**src/rtl/esq_pkg.sv**
```systemverilog
package esq_pkg;

  // Decisions of one cycle, shared between the control and flag logic.
  typedef struct packed {
    logic push;   // event accepted into the store
    logic pop;    // oldest entry removed
    logic drop;   // event lost because the store is full
  } esq_ctl_t;

  // Circular pointer advance for a store of 'depth' entries.
  function automatic int unsigned wrap_inc(input int unsigned p, input int unsigned depth);
    return (p + 1 >= depth) ? 0 : p + 1;
  endfunction

  // Occupancy after one edge.
  function automatic int unsigned level_after(input int unsigned lvl, input logic push,
                                              input logic pop);
    int unsigned n;
    n = lvl;
    if (push) n = n + 1;
    if (pop)  n = n - 1;
    return n;
  endfunction

endpackage

```
**src/rtl/esq_ctl.sv**
```systemverilog
module esq_ctl
  import esq_pkg::*;
#(
  parameter int unsigned DEPTH = 8,
  parameter int unsigned PW    = 3,
  parameter int unsigned LW    = 4
) (
  input  logic          clk,
  input  logic          rst_n,
  input  logic          event_i,
  input  logic          pop_i,
  output esq_ctl_t      ctl_o,
  output logic [PW-1:0] wr_ptr_o,
  output logic [PW-1:0] rd_ptr_o,
  output logic [LW-1:0] level_o,
  output logic          empty_o,
  output logic          nz_next_o
);

  logic [LW-1:0] lvl_q;
  logic [PW-1:0] wp_q, rp_q;
  logic          full, empty, pop_ok, push_ok, drop;
  int unsigned   lvl_n;

  assign full    = (lvl_q == LW'(DEPTH));
  assign empty   = (lvl_q == '0);
  assign pop_ok  = pop_i && !empty;
  assign push_ok = event_i && (!full || pop_ok);
  assign drop    = event_i && !push_ok;
  assign lvl_n   = level_after(32'(lvl_q), push_ok, pop_ok);

  always_ff @(posedge clk) begin
    if (!rst_n) begin
      lvl_q <= '0;
      wp_q  <= '0;
      rp_q  <= '0;
    end else begin
      lvl_q <= LW'(lvl_n);
      if (push_ok) wp_q <= PW'(wrap_inc(32'(wp_q), DEPTH));
      if (pop_ok)  rp_q <= PW'(wrap_inc(32'(rp_q), DEPTH));
    end
  end

  assign ctl_o     = '{push: push_ok, pop: pop_ok, drop: drop};
  assign wr_ptr_o  = wp_q;
  assign rd_ptr_o  = rp_q;
  assign level_o   = lvl_q;
  assign empty_o   = empty;
  assign nz_next_o = (lvl_n != 0);

endmodule

```
**src/rtl/esq_store.sv**
```systemverilog
module esq_store #(
  parameter int unsigned DEPTH = 8,
  parameter int unsigned SW    = 16,
  parameter int unsigned PW    = 3
) (
  input  logic          clk,
  input  logic          we_i,
  input  logic [PW-1:0] waddr_i,
  input  logic [SW-1:0] wdata_i,
  input  logic [PW-1:0] raddr_i,
  output logic [SW-1:0] rdata_o
);

  logic [SW-1:0] mem_q [DEPTH];

  for (genvar i = 0; i < DEPTH; i++) begin : g_slot
    always_ff @(posedge clk) begin
      if (we_i && (waddr_i == PW'(i))) mem_q[i] <= wdata_i;
    end
  end

  assign rdata_o = mem_q[raddr_i];

endmodule

```
**src/rtl/esq_irq.sv**
```systemverilog
module esq_irq (
  input  logic clk,
  input  logic rst_n,
  input  logic push_i,
  input  logic drop_i,
  input  logic ovf_clr_i,
  input  logic nz_next_i,
  output logic pending_o,
  output logic overflow_o
);

  logic pend_q, ovf_q;

  always_ff @(posedge clk) begin
    if (!rst_n) begin
      pend_q <= 1'b0;
      ovf_q  <= 1'b0;
    end else begin
      // a capture into a queue that already signals drops the line for one
      // cycle so the downstream source bit sees a new rising edge
      pend_q <= nz_next_i && !(push_i && pend_q);
      if (drop_i)         ovf_q <= 1'b1;
      else if (ovf_clr_i) ovf_q <= 1'b0;
    end
  end

  assign pending_o  = pend_q;
  assign overflow_o = ovf_q;

endmodule

```
**src/rtl/evt_status_queue.sv**
```systemverilog
module evt_status_queue
  import esq_pkg::*;
#(
  parameter int unsigned DEPTH = 8,
  parameter int unsigned SW    = 16
) (
  input  logic                         clk,
  input  logic                         rst_n,
  input  logic                         event_i,
  input  logic [SW-1:0]                status_i,
  input  logic                         pop_i,
  input  logic                         ovf_clr_i,
  output logic [SW-1:0]                rd_data_o,
  output logic                         pending_o,
  output logic [$clog2(DEPTH+1)-1:0]   level_o,
  output logic                         overflow_o
);

  localparam int unsigned PW = (DEPTH > 1) ? $clog2(DEPTH) : 1;
  localparam int unsigned LW = $clog2(DEPTH + 1);

  esq_ctl_t      ctl;
  logic [PW-1:0] wr_ptr, rd_ptr;
  logic [SW-1:0] head_word;
  logic          q_empty, nz_next;

  // named event wires for the checker
  logic cap_push, cap_pop, cap_drop;
  assign cap_push = ctl.push;
  assign cap_pop  = ctl.pop;
  assign cap_drop = ctl.drop;

  esq_ctl #(.DEPTH(DEPTH), .PW(PW), .LW(LW)) u_ctl (
    .clk      (clk),
    .rst_n    (rst_n),
    .event_i  (event_i),
    .pop_i    (pop_i),
    .ctl_o    (ctl),
    .wr_ptr_o (wr_ptr),
    .rd_ptr_o (rd_ptr),
    .level_o  (level_o),
    .empty_o  (q_empty),
    .nz_next_o(nz_next)
  );

  esq_store #(.DEPTH(DEPTH), .SW(SW), .PW(PW)) u_store (
    .clk    (clk),
    .we_i   (ctl.push),
    .waddr_i(wr_ptr),
    .wdata_i(status_i),
    .raddr_i(rd_ptr),
    .rdata_o(head_word)
  );

  esq_irq u_irq (
    .clk       (clk),
    .rst_n     (rst_n),
    .push_i    (ctl.push),
    .drop_i    (ctl.drop),
    .ovf_clr_i (ovf_clr_i),
    .nz_next_i (nz_next),
    .pending_o (pending_o),
    .overflow_o(overflow_o)
  );

  assign rd_data_o = q_empty ? '0 : head_word;

endmodule

```
**config.mk**
```make
export PLATFORM = sky130hd
export DESIGN_NAME = evt_status_queue
export DESIGN_NICKNAME = d
export VERILOG_FILES = /design/src/rtl/esq_pkg.sv /design/src/rtl/esq_ctl.sv /design/src/rtl/esq_store.sv /design/src/rtl/esq_irq.sv /design/src/rtl/evt_status_queue.sv
export SDC_FILE = /design/constraint.sdc
export NUM_CORES = 1
export LEC_CHECK = 0
export ABC_AREA = 1
export BUFFER_PORTS_ARGS = -buffer_cell sky130_fd_sc_hd__buf_4
export CORE_UTILIZATION = 31
export CTS_BUF_LIST = sky130_fd_sc_hd__clkbuf_4 sky130_fd_sc_hd__clkbuf_8
export CTS_CLUSTER_SIZE = 12
export DETAILED_ROUTE_END_ITERATION = 6
export GPL_TIMING_DRIVEN = 0
export PLACE_DENSITY_LB_ADDON = 0.12
export SLEW_MARGIN = 20
export SYNTH_ARGS = -nofsm -noshare
export SYNTH_HDL_FRONTEND = slang
export SYNTH_SLANG_ARGS = --single-unit
```
**constraint.sdc**
```tcl
create_clock -name clk -period 3.9 [get_ports clk]
set_input_delay 0.39 -clock clk [delete_from_list [all_inputs] [get_ports clk]]
set_output_delay 0.39 -clock clk [all_outputs]
set_load 0.005 [all_outputs]
```
==> flow_summary_export.csv <==
group,metric,value,unit
floorplan,fp.dieH,140,um
cts,cts_tree,"built",
cts,htreeDepth,4,
setup_path,path_class,"flip-flop to primary output",
global_routing,grt_max_degree,17,
cts,cts-buffers-inserted,17,
synth,ys_types,28,
synth,yosysTopAreaCellShare,65.4,%
synth,synth-edff-count,128,
sta,fmax,352,MHz
cts,post_cts_buffers,0,
sta,period_share,72.9,%
sta,maxSlewHeadroom,50.2,%
global_routing,antenna_found_initial,0,
synth,yosysMostFrequentCell,"edfxtp_1",
run,max-cap-violations,0,
sta,clock_skew,0.0136,ns
cts,clockBufferDepth,2,
run_status,status,"finished, final reports clean",
global_routing,grt_use_total,15.8,%
setup_path,reg2reg_from,"u_ctl.level_o[0]",
floorplan,rows,49,
sta,finalHoldViolCount,0,
sta,setup_tns,0,ns
cts,clk_latency,0.44,ns
drt,ant_nets,0,
global_routing,grt_overflow_total,0,
layout,utilization,38.3,%
layout,n_antenna_cell,0,
sta,rsz0062_at_grt,"no",
drt,first_iter_violations,202,
setup_path,worstPathRequired,3.51,ns
drt,totalWireLength,14400,um
pwr,power.density,545,mW/mm^2
setup_path,critPathMaxFanout,10,
layout,fin_nets,601,
synth,synth_top_area_cell,"edfxtp_1",
pwr,p_leak,2.53,nW
sta,report.final.slew_viol_count,0,
sta,setup_viol,0,
layout,finalNonFillerCells,811,
floorplan,core,0.0183,mm^2
worst_hold_path,min_path_type,"input port to flip-flop",
synth,synth_cells,495,
setup_path,reg2reg_depth,10,
placement,placed_cell_area,0.00663,mm^2
placement,dp_hpwl,10100,um
drt,dr.pass1.iters,5,
cts,cts-root-buf,"clkbuf_8",
layout,fillers,1784,
layout,area_growth,19.1,%
pwr,ir_drop,0.000219,V
synth,synthTopCellsByArea,"edfxtp_1, nor2_1, o21ai_0, dfxtp_1, ha_1",
setup_path,worstPathArrival,2.45,ns
placement,dp.cells,779,
placement,routabilityCongestion,0.802,
global_routing,grt_pass1_vias,3889,
drt,wl_per_cell,17.8,um
cts,clkSinkCount,143,
drt,vias,3896,
placement,portBuffers,42,
global_routing,grt_pass1_wl,22300,um
setup_path,r2r_slack,1.28,ns
floorplan,die_w,140,um
sta,worstMarginPinSlew,0.744,ns
pwr,power,3.81,mW
drt,route.detailed.drc,0,
synth,async_flop_share,0,%
synth,synth_area,0.00587,mm^2
cts,cts_hold_buf,0,
setup_path,end_kind,"primary output",
floorplan,initial_core_util,32.1,%
synth,ys_warn_count,0,
synth,synth-seq-area-share,70.6,%
setup_path,setup.worst_path.end,"rd_data_o[10]",
drt,via_per_inst,4.80,
setup_path,start_kind,"flip-flop",
synth,avgSynthCellArea,11.9,um^2
layout,drive_above_1_share,20.1,%
synth,synth_fp_nets,527,
synth,ys_top_cells_by_count,"edfxtp_1, nor2_1, o21ai_0",
floorplan,die-area,0.0195,mm^2
setup_path,rr_endpoint,"u_store.mem_q[5][11]",
sta,layout_min_cycle_time,2.84,ns
synth,ys_ff_latch,143,
setup_path,timing.critical_path.from,"u_ctl.level_o[0]",
floorplan,io_pins,43,
cts,cts-resized-gates,0,
cts,clk_pin_slew_worst_paths,0.08,ns
synth,ys.flop_type,"edfxtp_1",
layout,final_area,0.00699,mm^2
-- worst min-delay path by stage --
| stage | start | endpoint | slack (ns) | depth (start not counted) |
|---|---|---|---|---|
| detailed placement | u_irq.overflow_o | u_irq.overflow_o | 0.46 | 2 |
| global route | status_i[2] | u_store.mem_q[4][2] | 0.16 | 1 |
| floorplan | u_ctl.rd_ptr_o[2] | flip-flop | 0.45 | 1 |
| finish | status_i[2] | u_store.mem_q[4][2] | 0.18 | 1 |
| global placement | u_irq.overflow_o | u_irq.overflow_o | 0.46 | 2 |
| CTS | status_i[2] | u_store.mem_q[6][2] | 0.15 | 1 |
-- state kept, by name (all words and copies together) (netlist names), named ones only --
signal and flops:
u_store.mem_q 128, u_ctl.level_o 4, u_ctl.rd_ptr_o 3, u_ctl.wr_ptr_o 3
u_irq.overflow_o 1, u_irq.pending_o 1
-- through the flow --
step,hold WS [ns],worst slack [ns]
floorplan,0.454,1.11
global placement,0.460,-0.207
detailed placement,0.463,1.25
CTS,0.153,1.01
global route,0.156,0.859
finish,0.181,1.06
-- final cells by class --
class                      count  area [um^2]  area share [%]
sequential                   143         4140            59.2
multi-input combinational    300         1550            22.1
tap                          229          287            4.10
timing repair buffer          55          439            6.28
inverter                      27          101            1.45
clock inverter                 2         10.0           0.143
clock buffer                  30          350            5.01
buffer                        25          114            1.63
-- layout by cell type (no fill, tap or decap), types with 15 or more instances in the layout --
cell and count:
inv_1 26, dfxtp_1 15, edfxtp_1 128, buf_4 49, a31oi_1 16, clkbuf_8 20, nand2_1 19, o21ai_1 17
o21ai_0 65, o22ai_1 17, nor2_1 104
-- where the power goes --
part / internal [mW] / switching, mW
clock network: 0.561 / 0.505
registers: 1.74 / 0.0395
logic: 0.362 / 0.605
-- critical path, stage by stage, from the launching register on --
cell	delay, ns
dfxtp_1	0.43
inv_1	0.11
ha_1	0.24
nand2_2	0.21
clkbuf_1	0.42
o21ai_0	0.26
a31oi_1	0.21
buf_4	0.14
-- layer usage --
metal / vias to the layer above / share of wire (%) / global-route usage [%]
li1: 1923 / - / -
met1: 1878 / 43 / 19.2
met2: 79 / 51 / 27.4
met3: 16 / 4.4 / 3.92
met4: 0 / 1.3 / 4.97
met5: - / 0 / 0
-- cell families (layout without fill, tap and decap cells) --
family	Yosys count	in the layout	synth area share, %
AND/OR/NAND/NOR	158	158	11.2
flip-flops	143	143	70.6
AO/OA/AOI/OAI	129	129	11.9
buffers and inverters	52	139	3.66
adder cells (fa/ha/maj)	11	11	2.34
XOR/XNOR	2	2	0.298
Note: power is estimated with default switching activity, not from simulation.
